**src/rtl/lsc_pkg.sv**
```systemverilog
package lsc_pkg;
  typedef enum logic [1:0] {
    CMD_IDLE  = 2'd0,
    CMD_LOAD  = 2'd1,
    CMD_OVF   = 2'd2,
    CMD_CLEAN = 2'd3
  } lsc_cmd_e;
endpackage

```
**src/rtl/lsc_clean_cnt.sv**
```systemverilog
module lsc_clean_cnt
  import lsc_pkg::*;
#(
  parameter int CNT_W = 16
) (
  input  logic             clk_i,
  input  logic             rst_ni,
  input  lsc_cmd_e         cmd_i,
  input  logic [CNT_W-1:0] interval_i,
  input  logic [CNT_W-1:0] load_cnt_i,
  output logic [CNT_W-1:0] cnt_o,
  output logic             grow_o
);
  localparam logic [CNT_W:0] ONE_X = (CNT_W+1)'(1);

  logic [CNT_W-1:0] cnt_q;
  logic [CNT_W:0]   cnt_inc;

  assign cnt_inc = {1'b0, cnt_q} + ONE_X;
  // the increase is due when this clean strobe completes the run
  assign grow_o  = (cmd_i == CMD_CLEAN) && (cnt_inc >= {1'b0, interval_i});

  always_ff @(posedge clk_i or negedge rst_ni) begin
    if (!rst_ni) begin
      cnt_q <= '0;
    end else begin
      unique case (cmd_i)
        CMD_LOAD:  cnt_q <= load_cnt_i;
        CMD_OVF:   cnt_q <= '0;
        CMD_CLEAN: cnt_q <= grow_o ? '0 : cnt_inc[CNT_W-1:0];
        default:   cnt_q <= cnt_q;
      endcase
    end
  end

  assign cnt_o = cnt_q;

  assert_count_up_R4: assert property (@(posedge clk_i) disable iff (!rst_ni)
    (cmd_i == CMD_CLEAN && !grow_o) |=> (cnt_q == $past(cnt_q) + 1'b1));

  assert_count_clear_R2: assert property (@(posedge clk_i) disable iff (!rst_ni)
    (cmd_i == CMD_OVF) |=> (cnt_q == '0));

  assert_count_wrap_R3: assert property (@(posedge clk_i) disable iff (!rst_ni)
    (cmd_i == CMD_CLEAN && grow_o) |=> (cnt_q == '0));
endmodule

```
**src/rtl/lsc_exp_reg.sv**
```systemverilog
module lsc_exp_reg
  import lsc_pkg::*;
#(
  parameter int EXP_W    = 8,
  parameter int INIT_EXP = 15
) (
  input  logic                    clk_i,
  input  logic                    rst_ni,
  input  lsc_cmd_e                cmd_i,
  input  logic                    grow_i,
  input  logic signed [EXP_W-1:0] min_i,
  input  logic signed [EXP_W-1:0] max_i,
  input  logic signed [EXP_W-1:0] load_exp_i,
  output logic signed [EXP_W-1:0] exp_o
);
  localparam logic signed [EXP_W-1:0] RST_EXP = EXP_W'(INIT_EXP);
  localparam logic signed [EXP_W-1:0] ONE     = EXP_W'(1);

  logic signed [EXP_W-1:0] exp_q, exp_d;
  logic at_floor, at_ceil;

  assign at_floor = (exp_q <= min_i);
  assign at_ceil  = (exp_q >= max_i);

  always_comb begin
    exp_d = exp_q;
    unique case (cmd_i)
      CMD_LOAD:  exp_d = load_exp_i;
      CMD_OVF:   if (!at_floor) exp_d = exp_q - ONE;
      CMD_CLEAN: if (grow_i && !at_ceil) exp_d = exp_q + ONE;
      default:   exp_d = exp_q;
    endcase
  end

  always_ff @(posedge clk_i or negedge rst_ni) begin
    if (!rst_ni) exp_q <= RST_EXP;
    else         exp_q <= exp_d;
  end

  assign exp_o = exp_q;

  assert_halve_R2: assert property (@(posedge clk_i) disable iff (!rst_ni)
    (cmd_i == CMD_OVF && exp_q > min_i) |=> (exp_q == $past(exp_q) - ONE));

  assert_double_R3: assert property (@(posedge clk_i) disable iff (!rst_ni)
    (cmd_i == CMD_CLEAN && grow_i && exp_q < max_i) |=> (exp_q == $past(exp_q) + ONE));

  assert_floor_hold_R5: assert property (@(posedge clk_i) disable iff (!rst_ni)
    (cmd_i == CMD_OVF && exp_q <= min_i) |=> $stable(exp_q));

  assert_ceil_hold_R6: assert property (@(posedge clk_i) disable iff (!rst_ni)
    (cmd_i == CMD_CLEAN && exp_q >= max_i) |=> $stable(exp_q));

  assert_clean_keep_R4: assert property (@(posedge clk_i) disable iff (!rst_ni)
    (cmd_i == CMD_CLEAN && !grow_i) |=> $stable(exp_q));
endmodule

```
**src/rtl/loss_scale_ctrl.sv**
```systemverilog
module loss_scale_ctrl
  import lsc_pkg::*;
#(
  parameter int EXP_W    = 8,
  parameter int CNT_W    = 16,
  parameter int INIT_EXP = 15
) (
  input  logic                    clk_i,
  input  logic                    rst_ni,
  input  logic                    iter_valid_i,
  input  logic                    grad_overflow_i,
  input  logic [CNT_W-1:0]        cfg_interval_i,
  input  logic signed [EXP_W-1:0] cfg_min_exp_i,
  input  logic signed [EXP_W-1:0] cfg_max_exp_i,
  input  logic                    restore_i,
  input  logic signed [EXP_W-1:0] restore_exp_i,
  input  logic [CNT_W-1:0]        restore_cnt_i,
  output logic signed [EXP_W-1:0] scale_exp_o,
  output logic [CNT_W-1:0]        clean_cnt_o,
  output logic                    skip_o,
  output logic                    done_o
);
  lsc_cmd_e cmd;
  logic     grow;
  logic     skip_q, done_q;

  // restore wins over a strobe in the same cycle
  always_comb begin
    if (restore_i)                            cmd = CMD_LOAD;
    else if (iter_valid_i && grad_overflow_i) cmd = CMD_OVF;
    else if (iter_valid_i)                    cmd = CMD_CLEAN;
    else                                      cmd = CMD_IDLE;
  end

  lsc_clean_cnt #(
    .CNT_W (CNT_W)
  ) i_cnt (
    .clk_i      (clk_i),
    .rst_ni     (rst_ni),
    .cmd_i      (cmd),
    .interval_i (cfg_interval_i),
    .load_cnt_i (restore_cnt_i),
    .cnt_o      (clean_cnt_o),
    .grow_o     (grow)
  );

  lsc_exp_reg #(
    .EXP_W    (EXP_W),
    .INIT_EXP (INIT_EXP)
  ) i_exp (
    .clk_i      (clk_i),
    .rst_ni     (rst_ni),
    .cmd_i      (cmd),
    .grow_i     (grow),
    .min_i      (cfg_min_exp_i),
    .max_i      (cfg_max_exp_i),
    .load_exp_i (restore_exp_i),
    .exp_o      (scale_exp_o)
  );

  always_ff @(posedge clk_i or negedge rst_ni) begin
    if (!rst_ni) begin
      skip_q <= 1'b0;
      done_q <= 1'b0;
    end else begin
      skip_q <= (cmd == CMD_OVF);
      done_q <= (cmd == CMD_OVF) || (cmd == CMD_CLEAN);
    end
  end

  assign skip_o = skip_q;
  assign done_o = done_q;

  assert_skip_on_ovf_R2: assert property (@(posedge clk_i) disable iff (!rst_ni)
    (iter_valid_i && grad_overflow_i && !restore_i) |=> (skip_o && done_o));

  assert_restore_prio_R7: assert property (@(posedge clk_i) disable iff (!rst_ni)
    restore_i |=> (scale_exp_o == $past(restore_exp_i) &&
                   clean_cnt_o == $past(restore_cnt_i) && !done_o && !skip_o));

  assert_done_idle_R8: assert property (@(posedge clk_i) disable iff (!rst_ni)
    (!iter_valid_i || restore_i) |=> !done_o);

  assert_skip_needs_done_R8: assert property (@(posedge clk_i) disable iff (!rst_ni)
    skip_o |-> done_o);

  assert_clean_no_skip_R8: assert property (@(posedge clk_i) disable iff (!rst_ni)
    (iter_valid_i && !grad_overflow_i && !restore_i) |=> (done_o && !skip_o));
endmodule

```
**config.mk**
```make
export PLATFORM = sky130hd
export DESIGN_NAME = loss_scale_ctrl
export DESIGN_NICKNAME = d
export VERILOG_FILES = /design/src/rtl/lsc_pkg.sv /design/src/rtl/lsc_clean_cnt.sv /design/src/rtl/lsc_exp_reg.sv /design/src/rtl/loss_scale_ctrl.sv
export SDC_FILE = /design/constraint.sdc
export NUM_CORES = 1
export LEC_CHECK = 0
export BUFFER_PORTS_ARGS = -buffer_cell sky130_fd_sc_hd__buf_2
export CELL_PAD_IN_SITES_DETAIL_PLACEMENT = 0
export CELL_PAD_IN_SITES_GLOBAL_PLACEMENT = 2
export CORE_ASPECT_RATIO = 0.75
export CORE_MARGIN = 5
export CORE_UTILIZATION = 31
export DETAILED_ROUTE_END_ITERATION = 6
export GPL_TIMING_DRIVEN = 0
export PLACE_DENSITY = 0.81
export REMOVE_ABC_BUFFERS = 1
export SLEW_MARGIN = 30
export SYNTH_ARGS = -nofsm -noshare
export SYNTH_HDL_FRONTEND = slang
export SYNTH_HIERARCHICAL = 1
export SYNTH_SLANG_ARGS = --single-unit
export TNS_END_PERCENT = 50
```
**constraint.sdc**
```tcl
create_clock -name clk_i -period 4.7 [get_ports clk_i]
set_input_delay 0.47 -clock clk_i [delete_from_list [all_inputs] [get_ports clk_i]]
set_output_delay 0.47 -clock clk_i [all_outputs]
set_load 0.03 [all_outputs]
```
### Word-level counts from Yosys, hierarchy flattened

Index checks and enable logic that the tools add are counted.

* $add $sub $neg: 3
* reduce and logical (&&, ||, !) cells: 7
* equal/unequal tests: 5
* magnitude comparators: 3
* muxes and demuxes: 8

Operator list (number)
* $pmux 16 s3: 1
* $pmux 8 s3: 1
* $add 16x1->17 const B: 1
* $ge 17x16->1: 1
* $mux 16: 1
* $mux 8: 2
* $add 8x2->8 const B: 1
* $ge 8x8->1: 1
* $le 8x8->1: 1
* $sub 8x2->8 const B: 1
* $mux 2: 3
* $eq 2x2->1 const B: 2
* $logic_and 1x1->1: 3
* $reduce_and 3->1: 1
* $reduce_bool 3->1: 1
* $eq 2x1->1 const B: 1
* $ne 2x1->1 const B: 1
* $ne 2x2->1 const B: 1
* $logic_not 1->1: 1
* $logic_or 1x1->1: 1

* register bits after elaboration: 26
* output and inout bits: 26

### Longest topological paths before layout

Gate-level depths: netlist (run 1).

* depth in word-level cells: 8
* mapped depth: 18
* mapped depth without buffers: 17

### Hierarchy

Netlist (run 1), hierarchy kept.

By module, submodules not included
* lsc_clean_cnt: instances 1, cells an instance 173, sequential area each 400.4 µm², area each 1591.5 µm²
* lsc_exp_reg: instances 1, cells an instance 119, sequential area each 205.2 µm², area each 1171.1 µm²
* loss_scale_ctrl: instances 1, cells an instance 6, sequential area each 50.0 µm², area each 81.3 µm²

### Worst setup path after synthesis (run 1)

OpenSTA, ideal clock, no wires.

* kind: register -> register
* start point: register i_cnt.cnt_q[2] (netlist: i_cnt/cnt_o[2])
* end point: register i_exp.exp_q[4] (netlist: i_exp/exp_o[4])
* arrival time: 3.635 ns
* stages on the path, launching flop included: 18
* library setup time: 0.125 ns
* slack: 0.940 ns
* data required time: 4.575 ns
* path through: dfrtp_1 and3_1 and3_1 nand4_1 xor2_1 inv_1 ha_1 nand4_1 nor2_1 o41a_1 buf_6 buf_6 o21a_1 nand2_1 a2111oi_4 o32ai_2 a21oi_4 mux2_4

* cells in the longest elaborated chain, start to end: 6

Ends and longest elaborated chain
* from (decl): line lsc_clean_cnt.sv:16 `logic [CNT_W-1:0] cnt_q;`
* from (signal assigned): line lsc_clean_cnt.sv:28 `CMD_LOAD: cnt_q <= load_cnt_i;`
* from (signal assigned): line lsc_clean_cnt.sv:30 `CMD_CLEAN: cnt_q <= grow_o ? '0 : cnt_inc[CNT_W-1:0];`
* from (signal assigned): line lsc_clean_cnt.sv:31 `default: cnt_q <= cnt_q;`
* $add 16x1->17: line lsc_clean_cnt.sv:19 `assign cnt_inc = {1'b0, cnt_q} + ONE_X;`
* $ge 17x16->1: line lsc_clean_cnt.sv:21 `assign grow_o = (cmd_i == CMD_CLEAN) && (cnt_inc >= {1'b0, interval_i});`
* $logic_and 1x1->1: line lsc_clean_cnt.sv:21
* net grow: line loss_scale_ctrl.sv:24 `logic grow;`
* $logic_and 1x1->1: line lsc_exp_reg.sv:30 `CMD_CLEAN: if (grow_i && !at_ceil) exp_d = exp_q + ONE;`
* $ne 2x1->1 (no line)
* $reduce_and 3->1 (no line)
* to (signal assigned): line lsc_exp_reg.sv:37 `else exp_q <= exp_d;`
* to (decl): line lsc_exp_reg.sv:19 `logic signed [EXP_W-1:0] exp_q, exp_d;`

The timed path passes the listed nets, and every way through them passes these cells.
A chain may end at the register's enable or synchronous reset.

### Final worst setup path (run 1)

Ends and elaborated chain as after synthesis.

==> flow_metrics.env, run 1 <==
export IMPL_drc=0
export IMPL_synthCells=298
export IMPL_setup_viol=0
export IMPL_fmax_mhz=230
export IMPL_p_per_area_mw_per_mm2=353
export IMPL_dr_total_vias=2471
export IMPL_switching_share_pct=43.4
export IMPL_viasPerCell=5.02
export IMPL_hpwl_um=6370
export IMPL_area_growth_pct=22.4
export IMPL_min_period_ns=4.35
export IMPL_dieArea_mm2=0.0112
export IMPL_wl_um=7890
export IMPL_crit_arrival_ns=4.50
export IMPL_first_pass_iters=4
export IMPL_critPathCaptureType="flip-flop"
export IMPL_cap_violations=0
export IMPL_grt_total_usage_pct=14.2
export IMPL_drt_iter0_drc=98
export IMPL_avgSynthCellArea_um2=9.54
export IMPL_vdd_drop_max_mv=0.205
export IMPL_ios=87
export IMPL_die_w_um=121
export IMPL_drv_slew=0
export IMPL_reg2reg_to="i_exp/exp_o[4]"
export IMPL_fillers=937
export IMPL_clkSlewWorstSetupHoldPaths_ns=0.07
export IMPL_synth_flop_cell="dfrtp_1"
export IMPL_io_buffer_count=86
export IMPL_holdBufCountCts=0
export IMPL_hold_class="input port to async pin"
export IMPL_period_share_pct=92.6
export IMPL_yosysWarnings=6
export IMPL_p_seq_share_pct=29.0
export IMPL_async_reset_ff_share_pct=100
export IMPL_gp_congestion=0.773
export IMPL_worst_pin_slew_ns=0.659
export IMPL_wl_per_cell_um=16.0
export IMPL_grt_pass1_wl_um=12900
export IMPL_ys_seq_elements=26
export IMPL_diodes=0
export IMPL_rsz0062_at_grt="no"
export IMPL_cp_max_fo=17
export IMPL_num_rows=30
export IMPL_p_int_mw=0.696
export IMPL_cts_tree="built"
export IMPL_critPathMaxStageDelay_ns=0.49
export IMPL_r2r_start="i_cnt/cnt_o[2]"
export IMPL_dpl_worst_slack_ns=-0.0149
export IMPL_crit_family="compound AO/OA/AOI/OAI gates"
export IMPL_utilization_pct=38.7
export IMPL_synth_cell_type_count=49
export IMPL_p_leak_nw=1.79
export IMPL_finalHoldViolations=0
export IMPL_antenna_found_initial=0
export IMPL_worstSetupStartpointType="flip-flop"
export IMPL_final_setup_tns_ns=0
export IMPL_synthXorXnorAreaFrac_pct=6.16
export IMPL_antenna_left=0
export IMPL_core_area_mm2=0.00901
export IMPL_synth_top_family_by_area="compound AO/OA/AOI/OAI gates"
export IMPL_grt_pass1_vias=2578
export IMPL_grt_ovfl_total=0
export IMPL_cts_root_buf="clkbuf_16"
export IMPL_synth_mux_area_share_pct=12.0
export IMPL_ys_seq_area_share_pct=23.1
export IMPL_h_tree_depth=1
export IMPL_reg2reg_depth=15
export IMPL_start_util_pct=31.6
export IMPL_cts_max_path_buffers=2
export IMPL_setup_ws_ns=0.348
export IMPL_clockPowerShare_pct=17.2
export IMPL_cp_required_ns=4.85
export IMPL_clkLatencyLatePin_ns=0.26
export IMPL_pwr_share_comb_pct=53.8
export IMPL_num_nets_final=482
export IMPL_crit_type="flip-flop to flip-flop"
export IMPL_syn_area_mm2=0.00284
export IMPL_max_slew_margin_pct=56.1
export IMPL_synth_simple_area_share_pct=14.7
export IMPL_synth_fa_ha_area_share_pct=17.9
export IMPL_drive_above_1_share_pct=33.7
export IMPL_rrSetupSlack_ns=0.35
export IMPL_fp_dieH_um=93.0
export IMPL_status="finished, final reports clean"
export IMPL_path_cells="and3_1, and3_1, nand4_1, xor2_1, inv_1, ha_1, nand4_1, nor2_1, o41a_2, o21a_1, nand2_1, a2111oi_4, o32ai_2, a21oi_4, mux2_4"
export IMPL_cts_sinks=26
export IMPL_cts_buffers=3
export IMPL_critPathSlowestCell="dfrtp_1"
export IMPL_p_sw_mw=0.533
export IMPL_skew_ns=0.00648
export IMPL_grt_max_degree=33
export IMPL_synth_edff_count=0
export IMPL_synth_compound_area_share_pct=19.0
export IMPL_crit_buf_inv=1
==> through the flow <==
step | cells | hold slack (ns) | area, um^2 | power, mW
after global placement | 487 | 0.541 | 3360 | 1.02
after global routing | 492 | 0.293 | 3480 | 1.35
after floorplan | 289 | 0.174 | 2790 | 0.838
after detailed placement | 487 | 0.543 | 3360 | 1.03
after CTS | 491 | 0.252 | 3450 | 1.25
final | 492 | 0.232 | 3480 | 1.23
==> power groups by stage <==
stage / clock (mW) / combinational, mW / sequential, mW
3_3_place_gp: 0 / 0.654 / 0.361
3_5_place_dp: 0 / 0.666 / 0.364
4_1_cts: 0.223 / 0.668 / 0.360
2_1_floorplan: 0 / 0.418 / 0.420
6_report: 0.212 / 0.661 / 0.356
5_1_grt: 0.233 / 0.744 / 0.369
==> cells in the mapped netlist (4+ instances only) <==
master	instances	area (um^2)
ha_1	39	488
a21o_1	4	30.0
mux2i_1	18	180
nand3_1	14	70.1
xnor2_1	8	70.1
clkbuf_1	5	18.8
nand2_1	17	63.8
dfstp_2	4	105
o32ai_2	10	163
o32ai_1	7	61.3
mux2_4	7	105
nand4_1	13	81.3
nor2_1	12	45.0
mux2_2	5	56.3
a21oi_1	10	50.1
inv_1	41	154
dfrtp_1	22	551
xor2_1	12	105
==> kinds of logic (layout without fill, tap and decap cells) <==
| logic type | after synthesis | in the layout |
|---|---|---|
| compound gates | 53 | 53 |
| xor+xnor | 20 | 20 |
| fa+ha+maj | 40 | 40 |
| buf+inv | 50 | 132 |
| flops | 26 | 26 |
| mux | 30 | 30 |
| simple gates | 79 | 79 |
==> worst reg2reg max path: cells and delay by family, from the launching register on <==
family          cells  cell delay (ns)
compound gates      5             1.63
simple gates        6             1.13
flops               1             0.49
mux                 1             0.34
xor+xnor            1             0.29
fa+ha+maj           1             0.29
buf+inv             1             0.08
==> final cells by class <==
type | count | area (um^2) | area share, %
multi-input cells | 222 | 1990 | 57.0
repair buffers | 87 | 458 | 13.2
clock buffers | 4 | 88.8 | 2.55
well taps | 112 | 140 | 4.02
inverters | 41 | 154 | 4.42
flip-flops and latches | 26 | 656 | 18.8
==> worst max-delay path by stage <==
stage          slack (ns)  cells after the start        endpoint            from
3_3_place_gp         0.04                     15  i_exp/exp_o[4]  i_cnt/cnt_o[2]
3_5_place_dp        -0.01                     15  i_exp/exp_o[4]  i_cnt/cnt_o[2]
4_1_cts              0.36                     15  i_exp/exp_o[6]  i_cnt/cnt_o[2]
6_report             0.35                     15  i_exp/exp_o[4]  i_cnt/cnt_o[2]
2_1_floorplan        0.71                     15  i_exp/exp_o[4]  i_cnt/cnt_o[2]
5_1_grt               0.1                     15  i_exp/exp_o[5]  i_cnt/cnt_o[2]
==> cell usage in the layout (no fill, tap or decap), types with 5 or more instances in the layout <==
| cell | count |
|---|---|
| a21oi_1 | 10 |
| buf_2 | 86 |
| dfrtp_1 | 22 |
| ha_1 | 39 |
| inv_1 | 41 |
| mux2_2 | 5 |
| mux2_4 | 7 |
| mux2i_1 | 18 |
| nand2_1 | 17 |
| nand3_1 | 14 |
| nand4_1 | 13 |
| nor2_1 | 12 |
| o32ai_1 | 7 |
| o32ai_2 | 10 |
| xnor2_1 | 8 |
| xor2_1 | 12 |
==> sequential cells by signal (all words and copies together), names as in the netlist <==
signal	cells
skip_o	1
i_cnt/cnt_o	16
i_exp/exp_o	8
done_o	1
==> timing repair <==
action                                 4_1_cts  5_1_grt
endpoints found under the hold margin        0        0
gates resized for setup                      1        0
setup endpoints to repair                    3        0
buffers inserted                             0        0
==> layer usage <==
metal | vias to the layer above | part of all wire, % | GRT usage [%]
met4 | 0 | 0.51 | 1.98
met1 | 1160 | 51 | 20.9
met2 | 56 | 43 | 21.8
li1 | 1253 | - | -
met3 | 2 | 5.5 | 2.69
met5 | - | 0 | 0
Note: power is estimated with default switching activity, not from simulation.
==> run 2: changes to the inputs <==
--- a/config.mk
+++ b/config.mk
@@ -6,14 +6,12 @@
 export NUM_CORES = 1
 export LEC_CHECK = 0
 export BUFFER_PORTS_ARGS = -buffer_cell sky130_fd_sc_hd__buf_2
-export CELL_PAD_IN_SITES_DETAIL_PLACEMENT = 0
-export CELL_PAD_IN_SITES_GLOBAL_PLACEMENT = 2
 export CORE_ASPECT_RATIO = 0.75
 export CORE_MARGIN = 5
-export CORE_UTILIZATION = 31
+export CORE_UTILIZATION = 45
 export DETAILED_ROUTE_END_ITERATION = 6
 export GPL_TIMING_DRIVEN = 0
-export PLACE_DENSITY = 0.81
+export PLACE_DENSITY = 0.71
 export REMOVE_ABC_BUFFERS = 1
 export SLEW_MARGIN = 30
 export SYNTH_ARGS = -nofsm -noshare
==> run 2 against run 1 <==
Setup slack improved by 0.10 ns. Sequential power fell by 2%. Register-to-register slack improved by 0.10 ns. Largest power group unchanged. Largest cell class unchanged. Critical path type unchanged.
==> flow_metrics.env, run 2 (synthesis results as in run 1) <==
export IMPL_critPathSlowestCell="dfrtp_1"
export IMPL_io_buffer_count=86
export IMPL_cts_max_path_buffers=2
export IMPL_worstSetupStartpointType="flip-flop"
export IMPL_cp_required_ns=4.86
export IMPL_holdWs_ns=0.194
export IMPL_hpwl_um=5620
export IMPL_status="finished, final reports clean"
export IMPL_crit_buf_inv=1
export IMPL_crit_family="compound AO/OA/AOI/OAI gates"
export IMPL_clkSlewWorstSetupHoldPaths_ns=0.09
export IMPL_dieArea_mm2=0.00803
export IMPL_max_slew_margin_pct=39.6
export IMPL_worst_pin_slew_ns=0.904
export IMPL_wl_per_cell_um=15.6
export IMPL_grt_pass1_wl_um=11800
export IMPL_skew_ns=0.00423
export IMPL_grt_max_degree=33
export IMPL_cts_root_buf="clkbuf_8"
export IMPL_cts_buffers=3
export IMPL_cap_violations=0
export IMPL_drt_iter0_drc=118
export IMPL_place_inst=456
export IMPL_holdBufCountCts=0
export IMPL_drc=0
export IMPL_fp_dieH_um=78.8
export IMPL_critPathCaptureType="flip-flop"
export IMPL_num_nets_final=481
export IMPL_first_pass_iters=4
export IMPL_viasPerCell=5.43
export IMPL_final_setup_tns_ns=0
export IMPL_dr_total_vias=2498
export IMPL_cts_tree="built"
export IMPL_setup_viol=0
export IMPL_p_per_area_mw_per_mm2=343
export IMPL_r2r_start="i_cnt/cnt_o[2]"
export IMPL_diodes=0
export IMPL_hold_class="input port to async pin"
export IMPL_path_cells="and3_1, and3_1, nand4_1, xor2_1, inv_1, ha_1, nand4_1, nor2_1, o41a_2, o21a_1, nand2_1, a2111oi_4, o32ai_2, a21oi_4, mux2_4"
export IMPL_drive_above_1_share_pct=33.5
export IMPL_antenna_found_initial=0
export IMPL_clkLatencyLatePin_ns=0.27
export IMPL_num_rows=25
export IMPL_finalHoldViolations=0
export IMPL_grt_ovfl_total=0
export IMPL_final_common_cell="buf_2"
export IMPL_fmax_mhz=235
export IMPL_period_share_pct=90.4
export IMPL_cp_max_fo=17
export IMPL_grt_pass1_vias=2461
export IMPL_ios=87
export IMPL_grt_total_usage_pct=18.2
export IMPL_crit_arrival_ns=4.41
export IMPL_most_common_layout_cells="86 x buf_2, 41 x inv_1, 39 x ha_1"
export IMPL_area_growth_pct=18.9
export IMPL_reg2reg_depth=15
export IMPL_start_util_pct=45.7
export IMPL_rsz0062_at_grt="no"
export IMPL_gp_congestion=0.866
export IMPL_rrSetupSlack_ns=0.45
export IMPL_p_leak_nw=1.76
export IMPL_stdcell_count=460
export IMPL_vdd_drop_max_mv=0.189
export IMPL_critPathMaxStageDelay_ns=0.49
export IMPL_wl_um=7170
export IMPL_largest_reg_flops=16
export IMPL_crit_type="flip-flop to flip-flop"
export IMPL_reg2reg_to="i_exp/exp_o[6]"
export IMPL_die_w_um=102
export IMPL_h_tree_depth=1
export IMPL_core_area_mm2=0.00622
export IMPL_min_period_ns=4.25
export IMPL_drv_slew=0
export IMPL_cts_sinks=26
export IMPL_antenna_left=0
-- run 2: cell types whose count changed in the layout (fill, tap and decap cells not counted), sizes merged --
cell,change
buf,-1
-- run 2: worst register-to-register path: stages, from the launching register on --
cell and delay, ns:
dfrtp_1 0.49, and3_1 0.27, and3_1 0.26, nand4_1 0.14, xor2_1 0.26, inv_1 0.08, ha_1 0.30, nand4_1 0.16
nor2_1 0.16, o41a_2 0.47, o21a_1 0.24, nand2_1 0.09, a2111oi_4 0.33, o32ai_2 0.18, a21oi_4 0.38, mux2_4 0.34
-- run 2: metal layers --
| layer | vias to the layer above | wire, um | track usage, % |
|---|---|---|---|
| li1 | 1252 | - | - |
| met1 | 1161 | 3400 | 26.9 |
| met2 | 81 | 3220 | 28.5 |
| met3 | 4 | 506 | 2.72 |
| met4 | 0 | 44 | 2.79 |
| met5 | - | 0 | 0 |
-- run 2: how the worst max path moves through the flow --
stage	depth (start not counted)	slack, ns	from	end
floorplan	15	0.71	i_cnt/cnt_o[2]	i_exp/exp_o[4]
global placement	15	0.17	i_cnt/cnt_o[2]	i_exp/exp_o[4]
detailed placement	15	0.16	i_cnt/cnt_o[2]	i_exp/exp_o[6]
CTS	15	0.12	i_cnt/cnt_o[2]	i_exp/exp_o[6]
global route	16	0.26	i_cnt/cnt_o[2]	i_exp/exp_o[5]
finish	15	0.45	i_cnt/cnt_o[2]	i_exp/exp_o[6]
-- run 2: what timing repair did --
item                       in CTS  in global routing
setup buffers                   0                  0
setup endpoints to repair       0                  8
resized for setup               0                  1
-- run 2: final cells by class --
| type | count | area, um^2 |
|---|---|---|
| tap | 81 | 101 |
| fill | 601 | 2840 |
| multi-input combinational | 222 | 1990 |
| clock buffer | 4 | 55.1 |
| timing repair buffer | 86 | 430 |
| sequential | 26 | 656 |
| inverter | 41 | 154 |
-- run 2: metrics by stage --
step / instance area (um^2) / utilization (%) / setup WS (ns) / power (mW)
floorplan: 2790 / - / 0.705 / 0.838
detailed placement: 3330 / 53.4 / 0.156 / 1.02
CTS: 3380 / 54.3 / 0.124 / 1.17
global route: 3380 / 54.3 / 0.255 / 1.26
finish: 3380 / 54.3 / 0.451 / 1.16
global placement: 3320 / 53.4 / 0.172 / 0.999
-- run 2: report_power, final --
| part | leakage (nW) | internal [mW] | switching, mW |
|---|---|---|---|
| sequential | 0.313 | 0.275 | 0.0752 |
| clock | 0.0288 | 0.0748 | 0.0697 |
| combinational | 1.42 | 0.289 | 0.375 |
| total | 1.76 | 0.639 | 0.520 |
